## config.mk

```make
export PLATFORM = sky130hd
export DESIGN_NAME = intr_seq
export DESIGN_NICKNAME = d
export VERILOG_FILES = /design/src/rtl/intr_seq_pkg.sv /design/src/rtl/intr_arb.sv /design/src/rtl/intr_fsm.sv /design/src/rtl/intr_seq.sv
export SDC_FILE = /design/constraint.sdc
export NUM_CORES = 1
export LEC_CHECK = 0
export CAP_MARGIN = 20
export CORE_ASPECT_RATIO = 0.6
export CORE_MARGIN = 2
export CORE_UTILIZATION = 40
export CTS_BUF_LIST = sky130_fd_sc_hd__clkbuf_4 sky130_fd_sc_hd__clkbuf_8
export CTS_CLUSTER_DIAMETER = 30
export DETAILED_ROUTE_END_ITERATION = 7
export PLACE_DENSITY_LB_ADDON = 0.1
export REMOVE_ABC_BUFFERS = 1
export SYNTH_ARGS = -nofsm -noshare
export SYNTH_HDL_FRONTEND = slang
export SYNTH_HIERARCHICAL = 1
export SYNTH_SLANG_ARGS = --single-unit
```

## constraint.sdc

```tcl
create_clock -name clk -period 3.3 [get_ports clk]
set_input_delay 0.66 -clock clk [delete_from_list [all_inputs] [get_ports clk]]
set_output_delay 0.66 -clock clk [all_outputs]
set_load 0.01 [all_outputs]
```

## src/rtl/intr_seq_pkg.sv

```systemverilog
package intr_seq_pkg;

    typedef enum logic [3:0] {
        ST_IDLE,
        ST_ACK,
        ST_PUSH_F,
        ST_PUSH_C,
        ST_PUSH_I,
        ST_CLR_IF,
        ST_VEC_LO,
        ST_VEC_HI,
        ST_POP_I,
        ST_POP_C,
        ST_POP_F,
        ST_LOAD
    } seq_state_t;

    typedef enum logic [2:0] {
        SRC_NONE,
        SRC_EXC,
        SRC_NMI,
        SRC_INTR,
        SRC_RET
    } src_t;

    localparam int IF_BIT   = 9;
    localparam int NMI_CODE = 2;

endpackage

```

## src/rtl/intr_arb.sv

```systemverilog
module intr_arb
    import intr_seq_pkg::*;
(
    input  logic exc_req,
    input  logic nmi_req,
    input  logic intr_req,
    input  logic if_en,
    input  logic iret_req,
    output src_t pick
);

    // fixed priority: exception, non-maskable, enabled maskable, return
    always_comb begin
        if (exc_req)                pick = SRC_EXC;
        else if (nmi_req)           pick = SRC_NMI;
        else if (intr_req && if_en) pick = SRC_INTR;
        else if (iret_req)          pick = SRC_RET;
        else                        pick = SRC_NONE;
    end

endmodule

```

## src/rtl/intr_fsm.sv

```systemverilog
module intr_fsm
    import intr_seq_pkg::*;
#(
    parameter int AW = 16,
    parameter int DW = 16,
    parameter int TYPE_W = 8,
    parameter logic [AW-1:0] SP_RESET = 16'h8000
) (
    input  logic              clk,
    input  logic              rst_n,
    input  src_t              pick,
    input  logic [TYPE_W-1:0] exc_type,
    input  logic [TYPE_W-1:0] inta_type,
    input  logic [DW-1:0]     cur_flags,
    input  logic [DW-1:0]     cur_cs,
    input  logic [DW-1:0]     cur_ip,
    input  logic [DW-1:0]     mem_rdata,
    input  logic              mem_rdy,
    output logic              inta,
    output logic              mem_req,
    output logic              mem_we,
    output logic [AW-1:0]     mem_addr,
    output logic [DW-1:0]     mem_wdata,
    output logic              busy,
    output logic              jump_vld,
    output logic [DW-1:0]     new_flags,
    output logic [DW-1:0]     new_cs,
    output logic [DW-1:0]     new_ip,
    output logic [AW-1:0]     sp
);

    localparam logic [AW-1:0] STEP      = AW'(DW / 8);
    localparam logic [AW-1:0] VEC_BYTES = AW'(2 * (DW / 8));
    localparam logic [AW-1:0] TBL_END   = AW'((1 << TYPE_W) * 2 * (DW / 8));

    seq_state_t        state, nxt;
    logic [TYPE_W-1:0] vec_type;
    logic [DW-1:0]     sv_flags, sv_cs, sv_ip, tmp_ip, tmp_cs;
    logic              is_ret;
    logic              xfer;
    logic [AW-1:0]     vec_base;

    assign xfer     = mem_req && mem_rdy;
    assign vec_base = AW'(vec_type) * VEC_BYTES;

    // state register
    always_ff @(posedge clk or negedge rst_n) begin
        if (!rst_n) state <= ST_IDLE;
        else        state <= nxt;
    end

    // next state
    always_comb begin
        nxt = state;
        unique case (state)
            ST_IDLE: begin
                unique case (pick)
                    SRC_EXC, SRC_NMI: nxt = ST_PUSH_F;
                    SRC_INTR:         nxt = ST_ACK;
                    SRC_RET:          nxt = ST_POP_I;
                    default:          nxt = ST_IDLE;
                endcase
            end
            ST_ACK:    nxt = ST_PUSH_F;
            ST_PUSH_F: if (xfer) nxt = ST_PUSH_C;
            ST_PUSH_C: if (xfer) nxt = ST_PUSH_I;
            ST_PUSH_I: if (xfer) nxt = ST_CLR_IF;
            ST_CLR_IF: nxt = ST_VEC_LO;
            ST_VEC_LO: if (xfer) nxt = ST_VEC_HI;
            ST_VEC_HI: if (xfer) nxt = ST_LOAD;
            ST_POP_I:  if (xfer) nxt = ST_POP_C;
            ST_POP_C:  if (xfer) nxt = ST_POP_F;
            ST_POP_F:  if (xfer) nxt = ST_LOAD;
            ST_LOAD:   nxt = ST_IDLE;
            default:   nxt = ST_IDLE;
        endcase
    end

    // datapath registers
    always_ff @(posedge clk or negedge rst_n) begin
        if (!rst_n) begin
            sp        <= SP_RESET;
            vec_type  <= '0;
            sv_flags  <= '0;
            sv_cs     <= '0;
            sv_ip     <= '0;
            tmp_ip    <= '0;
            tmp_cs    <= '0;
            new_flags <= '0;
            new_cs    <= '0;
            new_ip    <= '0;
            is_ret    <= 1'b0;
        end else begin
            unique case (state)
                ST_IDLE: begin
                    if (pick != SRC_NONE) begin
                        sv_flags <= cur_flags;
                        sv_cs    <= cur_cs;
                        sv_ip    <= cur_ip;
                        is_ret   <= (pick == SRC_RET);
                        vec_type <= (pick == SRC_EXC) ? exc_type : TYPE_W'(NMI_CODE);
                    end
                end
                ST_ACK: vec_type <= inta_type;
                ST_PUSH_F, ST_PUSH_C, ST_PUSH_I: if (xfer) sp <= sp - STEP;
                ST_CLR_IF: begin
                    new_flags         <= sv_flags;
                    new_flags[IF_BIT] <= 1'b0;
                end
                ST_VEC_LO: if (xfer) tmp_ip <= mem_rdata;
                ST_VEC_HI: begin
                    if (xfer) begin
                        new_ip <= tmp_ip;
                        new_cs <= mem_rdata;
                    end
                end
                ST_POP_I: begin
                    if (xfer) begin
                        tmp_ip <= mem_rdata;
                        sp     <= sp + STEP;
                    end
                end
                ST_POP_C: begin
                    if (xfer) begin
                        tmp_cs <= mem_rdata;
                        sp     <= sp + STEP;
                    end
                end
                ST_POP_F: begin
                    if (xfer) begin
                        new_ip    <= tmp_ip;
                        new_cs    <= tmp_cs;
                        new_flags <= mem_rdata;
                        sp        <= sp + STEP;
                    end
                end
                default: ;
            endcase
        end
    end

    // outputs
    always_comb begin
        mem_req   = 1'b0;
        mem_we    = 1'b0;
        mem_addr  = '0;
        mem_wdata = '0;
        unique case (state)
            ST_PUSH_F: begin mem_req = 1'b1; mem_we = 1'b1; mem_addr = sp - STEP; mem_wdata = sv_flags; end
            ST_PUSH_C: begin mem_req = 1'b1; mem_we = 1'b1; mem_addr = sp - STEP; mem_wdata = sv_cs;    end
            ST_PUSH_I: begin mem_req = 1'b1; mem_we = 1'b1; mem_addr = sp - STEP; mem_wdata = sv_ip;    end
            ST_VEC_LO: begin mem_req = 1'b1; mem_addr = vec_base;        end
            ST_VEC_HI: begin mem_req = 1'b1; mem_addr = vec_base + STEP; end
            ST_POP_I, ST_POP_C, ST_POP_F: begin mem_req = 1'b1; mem_addr = sp; end
            default: ;
        endcase
    end

    assign busy     = (state != ST_IDLE);
    assign jump_vld = (state == ST_LOAD);
    assign inta     = (state == ST_ACK);

    // a pending access holds its request until ready
    assert_hold_access_R2: assert property (@(posedge clk) disable iff (!rst_n)
        (mem_req && !mem_rdy) |=> (mem_req && $stable(mem_addr) && $stable(mem_we) && $stable(mem_wdata)));

    // each completed write leaves sp two lower
    assert_push_step_R7: assert property (@(posedge clk) disable iff (!rst_n)
        (mem_req && mem_we && mem_rdy) |=> (sp == $past(sp) - STEP));

    // each completed pop leaves sp two higher
    assert_pop_step_R10: assert property (@(posedge clk) disable iff (!rst_n)
        (mem_req && !mem_we && mem_rdy && is_ret) |=> (sp == $past(sp) + STEP));

    // table reads stay inside the vector table and are word aligned
    assert_table_range_R8: assert property (@(posedge clk) disable iff (!rst_n)
        (mem_req && !mem_we && !is_ret) |-> (mem_addr < TBL_END && mem_addr[0] == 1'b0));

    // an entry never hands back an enabled flag
    assert_if_clear_R9: assert property (@(posedge clk) disable iff (!rst_n)
        (jump_vld && !is_ret) |-> !new_flags[IF_BIT]);

    // acknowledge is a single-cycle pulse
    assert_inta_pulse_R5: assert property (@(posedge clk) disable iff (!rst_n)
        inta |=> !inta);

    // the strobe is one cycle and ends the busy period
    assert_strobe_end_R11: assert property (@(posedge clk) disable iff (!rst_n)
        jump_vld |=> (!busy && !jump_vld));

endmodule

```

## src/rtl/intr_seq.sv

```systemverilog
module intr_seq
    import intr_seq_pkg::*;
#(
    parameter int AW = 16,
    parameter int DW = 16,
    parameter int TYPE_W = 8,
    parameter logic [AW-1:0] SP_RESET = 16'h8000
) (
    input  logic              clk,
    input  logic              rst_n,
    input  logic              exc_req,
    input  logic [TYPE_W-1:0] exc_type,
    input  logic              nmi_req,
    input  logic              intr_req,
    output logic              inta,
    input  logic [TYPE_W-1:0] inta_type,
    input  logic              iret_req,
    input  logic [DW-1:0]     cur_flags,
    input  logic [DW-1:0]     cur_cs,
    input  logic [DW-1:0]     cur_ip,
    output logic              mem_req,
    output logic              mem_we,
    output logic [AW-1:0]     mem_addr,
    output logic [DW-1:0]     mem_wdata,
    input  logic [DW-1:0]     mem_rdata,
    input  logic              mem_rdy,
    output logic              busy,
    output logic              jump_vld,
    output logic [DW-1:0]     new_flags,
    output logic [DW-1:0]     new_cs,
    output logic [DW-1:0]     new_ip,
    output logic [AW-1:0]     sp
);

    src_t pick;

    intr_arb u_arb (
        .exc_req  (exc_req),
        .nmi_req  (nmi_req),
        .intr_req (intr_req),
        .if_en    (cur_flags[IF_BIT]),
        .iret_req (iret_req),
        .pick     (pick)
    );

    intr_fsm #(
        .AW       (AW),
        .DW       (DW),
        .TYPE_W   (TYPE_W),
        .SP_RESET (SP_RESET)
    ) u_fsm (
        .clk       (clk),
        .rst_n     (rst_n),
        .pick      (pick),
        .exc_type  (exc_type),
        .inta_type (inta_type),
        .cur_flags (cur_flags),
        .cur_cs    (cur_cs),
        .cur_ip    (cur_ip),
        .mem_rdata (mem_rdata),
        .mem_rdy   (mem_rdy),
        .inta      (inta),
        .mem_req   (mem_req),
        .mem_we    (mem_we),
        .mem_addr  (mem_addr),
        .mem_wdata (mem_wdata),
        .busy      (busy),
        .jump_vld  (jump_vld),
        .new_flags (new_flags),
        .new_cs    (new_cs),
        .new_ip    (new_ip),
        .sp        (sp)
    );

endmodule

```

==> impl_metrics.json <==
{
  "fin_setup_tns_ns": 0,
  "hold_path.class": "in -> async",
  "hpwl_mm": 15.4,
  "syn_area_um2": 7420,
  "vdd_ir_drop_max_mv": 0.372,
  "wl_mm": 21.8,
  "viasPerCell": 5.48,
  "ioPinCount": 188,
  "critPathLaunchType": "flip-flop",
  "first_iter_violations": 479,
  "die_area_um2": 19700,
  "yosysSeqAreaShare": 0.523,
  "port-buffer-count": 185,
  "die_w_um": 180,
  "instances_no_fill": 1115,
  "ys_warn_count": 6,
  "finalSetupViolCount": 0,
  "status": "finished, final reports clean",
  "cts_tree": "yes",
  "powerDensity_nw_per_um2": 958,
  "clk_latency_ns": 0.45,
  "async_reset_ff_frac": 1.00,
  "areaGrowthSynthToFinish_pct": 37.7,
  "antenna_left": 0,
  "diodes": 0,
  "final_cell_area_um2": 10200,
  "synth_edf_count": 0,
  "hold_viol_final": 0,
  "cts.sinks": 155,
  "required_ns": 2.64,
  "worstSetupPathType": "reg -> out",
  "synthCells": 664,
  "clock_skew_ns": 0.0114,
  "critPathCaptureType": "output port",
  "period_needed_ns": 3.20,
  "dr.pass1.iters": 6,
  "die_h_um": 110,
  "ys_ff_latch": 155,
  "gp_congestion": 0.876,
  "wl_per_cell_um": 19.6,
  "start_util": 0.410,
  "track_usage": 0.220,
  "final_layout_size_suffix_gt1_frac": 0.231,
  "worst_hold_slack_ns": 0.227,
  "rows": 38,
  "path_clk_slew_ns": 0.09,
  "htreeDepth": 4,
  "coreArea_um2": 18100,
  "worst_pin_slew_ns": 0.905,
  "cts_root_buf": "clkbuf_8",
  "cap_violations": 0,
  "vias": 6107,
  "clockBufferDepth": 2,
  "finalMaxSlewViolations": 0,
  "postSynthAreaPerCell_um2": 11.2,
  "timing.critical_path.fanout_max": 9,
  "ys_types": 59,
  "antenna_found_initial": 1,
  "fmax_mhz": 312,
  "post_dp_cell_area_um2": 9660,
  "grt_pass1_wl_mm": 33.4,
  "numCtsBuffers": 17,
  "synth_flop_cell": "dfrtp_1",
  "grt_overflow": 0,
  "nets": 951,
  "p_leak_nw": 4.31,
  "relSlewSlack": 0.392,
  "finalCritPeriodShare": 0.971,
  "grt_pass1_vias": 6030,
  "grt_max_degree": 76,
  "place_inst": 1070,
  "critPathArrivalTime_ns": 2.54,
  "drc": 0
}
## synthesized netlist by cell type (2+ instances only)
master    number  area share
a21oi_1       37       0.025
a21oi_2        2      0.0024
a221o_1       10       0.013
a222oi_1      16       0.022
a22oi_1        5      0.0051
a31oi_1        2      0.0017
and2_1         2      0.0017
and3_1         4      0.0034
and4_1         2      0.0024
buf_1          3      0.0015
buf_2          5      0.0034
buf_4          2      0.0020
buf_6          2      0.0030
clkbuf_1      40       0.020
dfrtp_1      154        0.52
ha_1           2      0.0034
inv_1         22       0.011
mux2_1        10       0.015
mux2_2        87        0.13
mux2i_1       31       0.042
nand2_1       45       0.023
nand2b_1       9      0.0076
nand3_1       10      0.0067
nand4_1        4      0.0034
nor2_1        38       0.019
nor2b_1        6      0.0051
nor3_1        14      0.0094
nor3b_1        8      0.0081
nor4_1         5      0.0042
nor4b_1        2      0.0024
o21ai_0       32       0.022
o21ai_1        3      0.0020
o21bai_1       2      0.0020
o311ai_0       2      0.0024
o31ai_1        2      0.0020
o41ai_1        3      0.0035
or3_1          5      0.0042
xnor2_1        4      0.0047
xor2_1        12       0.014
## cell usage in the layout (no fill, tap or decap), drive strengths merged, types with 3 or more instances in the layout
master	n
nand2	45
and3	4
nand3	10
nor3	14
nor3b	9
clkbuf	18
nor4	5
inv	28
dfrtp	154
a22oi	5
buf	46
clkdlybuf4s50	177
o41ai	3
a21oi	39
a221o	10
mux2i	31
nand4	4
nor2b	6
mux2	97
xor2	12
clkinvlp	4
xnor2	4
or3	6
dlygate4sd2	6
a222oi	16
nor2	38
nand2b	9
o21ai	35
clkinv	4
## final cells by class
type	instances	area, µm²
Multi-Input combinational cell	436	3360
Timing Repair Buffer	230	2230
Sequential cell	155	3890
Tap cell	240	300
Clock inverter	14	113
Inverter	22	82.6
Clock buffer	18	248
Fill cell	1504	7890
## sequential cells by signal, summed over array words and instances, names as in the netlist, 16 cells and up
| signal | flops |
|---|---|
| u_fsm/tmp_ip | 16 |
| u_fsm/new_cs | 16 |
| u_fsm/new_flags | 16 |
| u_fsm/sv_cs | 16 |
| u_fsm/sv_flags | 16 |
| u_fsm/sv_ip | 16 |
| u_fsm/new_ip | 16 |
| u_fsm/tmp_cs | 16 |
## worst paths after layout
check / start / to / slack (ns) / cells after the start
setup / recovery: u_fsm/sp[3]$_DFFE_PN0P_ / mem_addr[12] / 0.1 / 7
hold / removal: rst_n / u_fsm/sp[14]$_DFFE_PN0P_ / 0.23 / 1
setup reg to reg: u_fsm/state[3]$_DFFE_PN0P_ / u_fsm/sv_ip[10]$_DFFE_PN0P_ / 0.90 / 5
hold reg to reg: u_fsm/new_flags[9]$_DFFE_PN0P_ / u_fsm/new_flags[9]$_DFFE_PN0P_ / 0.49 / 2
max in group asynchronous: rst_n / u_fsm/sv_ip[15]$_DFFE_PN0P_ / 2.20 / 2
min in group clk: u_fsm/new_flags[9]$_DFFE_PN0P_ / u_fsm/new_flags[9]$_DFFE_PN0P_ / 0.49 / 2
## worst max-delay path: stages (launching register included)
cell and delay [ns]:
dfrtp_1 0.51, or3_4 0.48, nor3_2 0.22, buf_4 0.18, a21oi_1 0.06, o21ai_0 0.22, o41ai_2 0.12, dlygate4sd2_1 0.30
## what timing repair did
action	CTS	global route
hold buffers	0	0
gates cloned	0	1
buffers inserted	1	11
pin swaps	0	5
resized for setup	25	10
setup endpoints to repair	27	21
## kinds of logic after synthesis
group,count (synthesis),share of synthesized area
simple gates,161,0.109
flops,155,0.523
mux,128,0.189
compound gates,127,0.115
buf+inv,74,0.0413
xor+xnor,16,0.0189
fa+ha+maj,2,0.00337
other cells,1,0.000505
## per-layer routing
metal	GRT usage	wire length, µm	vias to the layer above
met5	0	13	-
met4	0.0650	286	2
met3	0.0619	1860	20
met2	0.316	9220	231
met1	0.321	10400	3062
li1	-	-	2792
## stage by stage
stage	total power, mW	setup slack [ns]	utilization
CTS	9.69	0.0205	0.557
finish	9.80	0.0968	0.564
floorplan	5.76	-0.789	-
global route	10.4	-0.00381	0.564
detailed placement	8.28	0.211	0.533
global placement	8.09	0.214	0.533
## power by group
part | internal, mW | switching (mW)
registers | 2.81 | 0.645
logic | 2.67 | 2.34
clock network | 0.556 | 0.772
total | 6.04 | 3.76
Power figures use the tool's default switching activity.
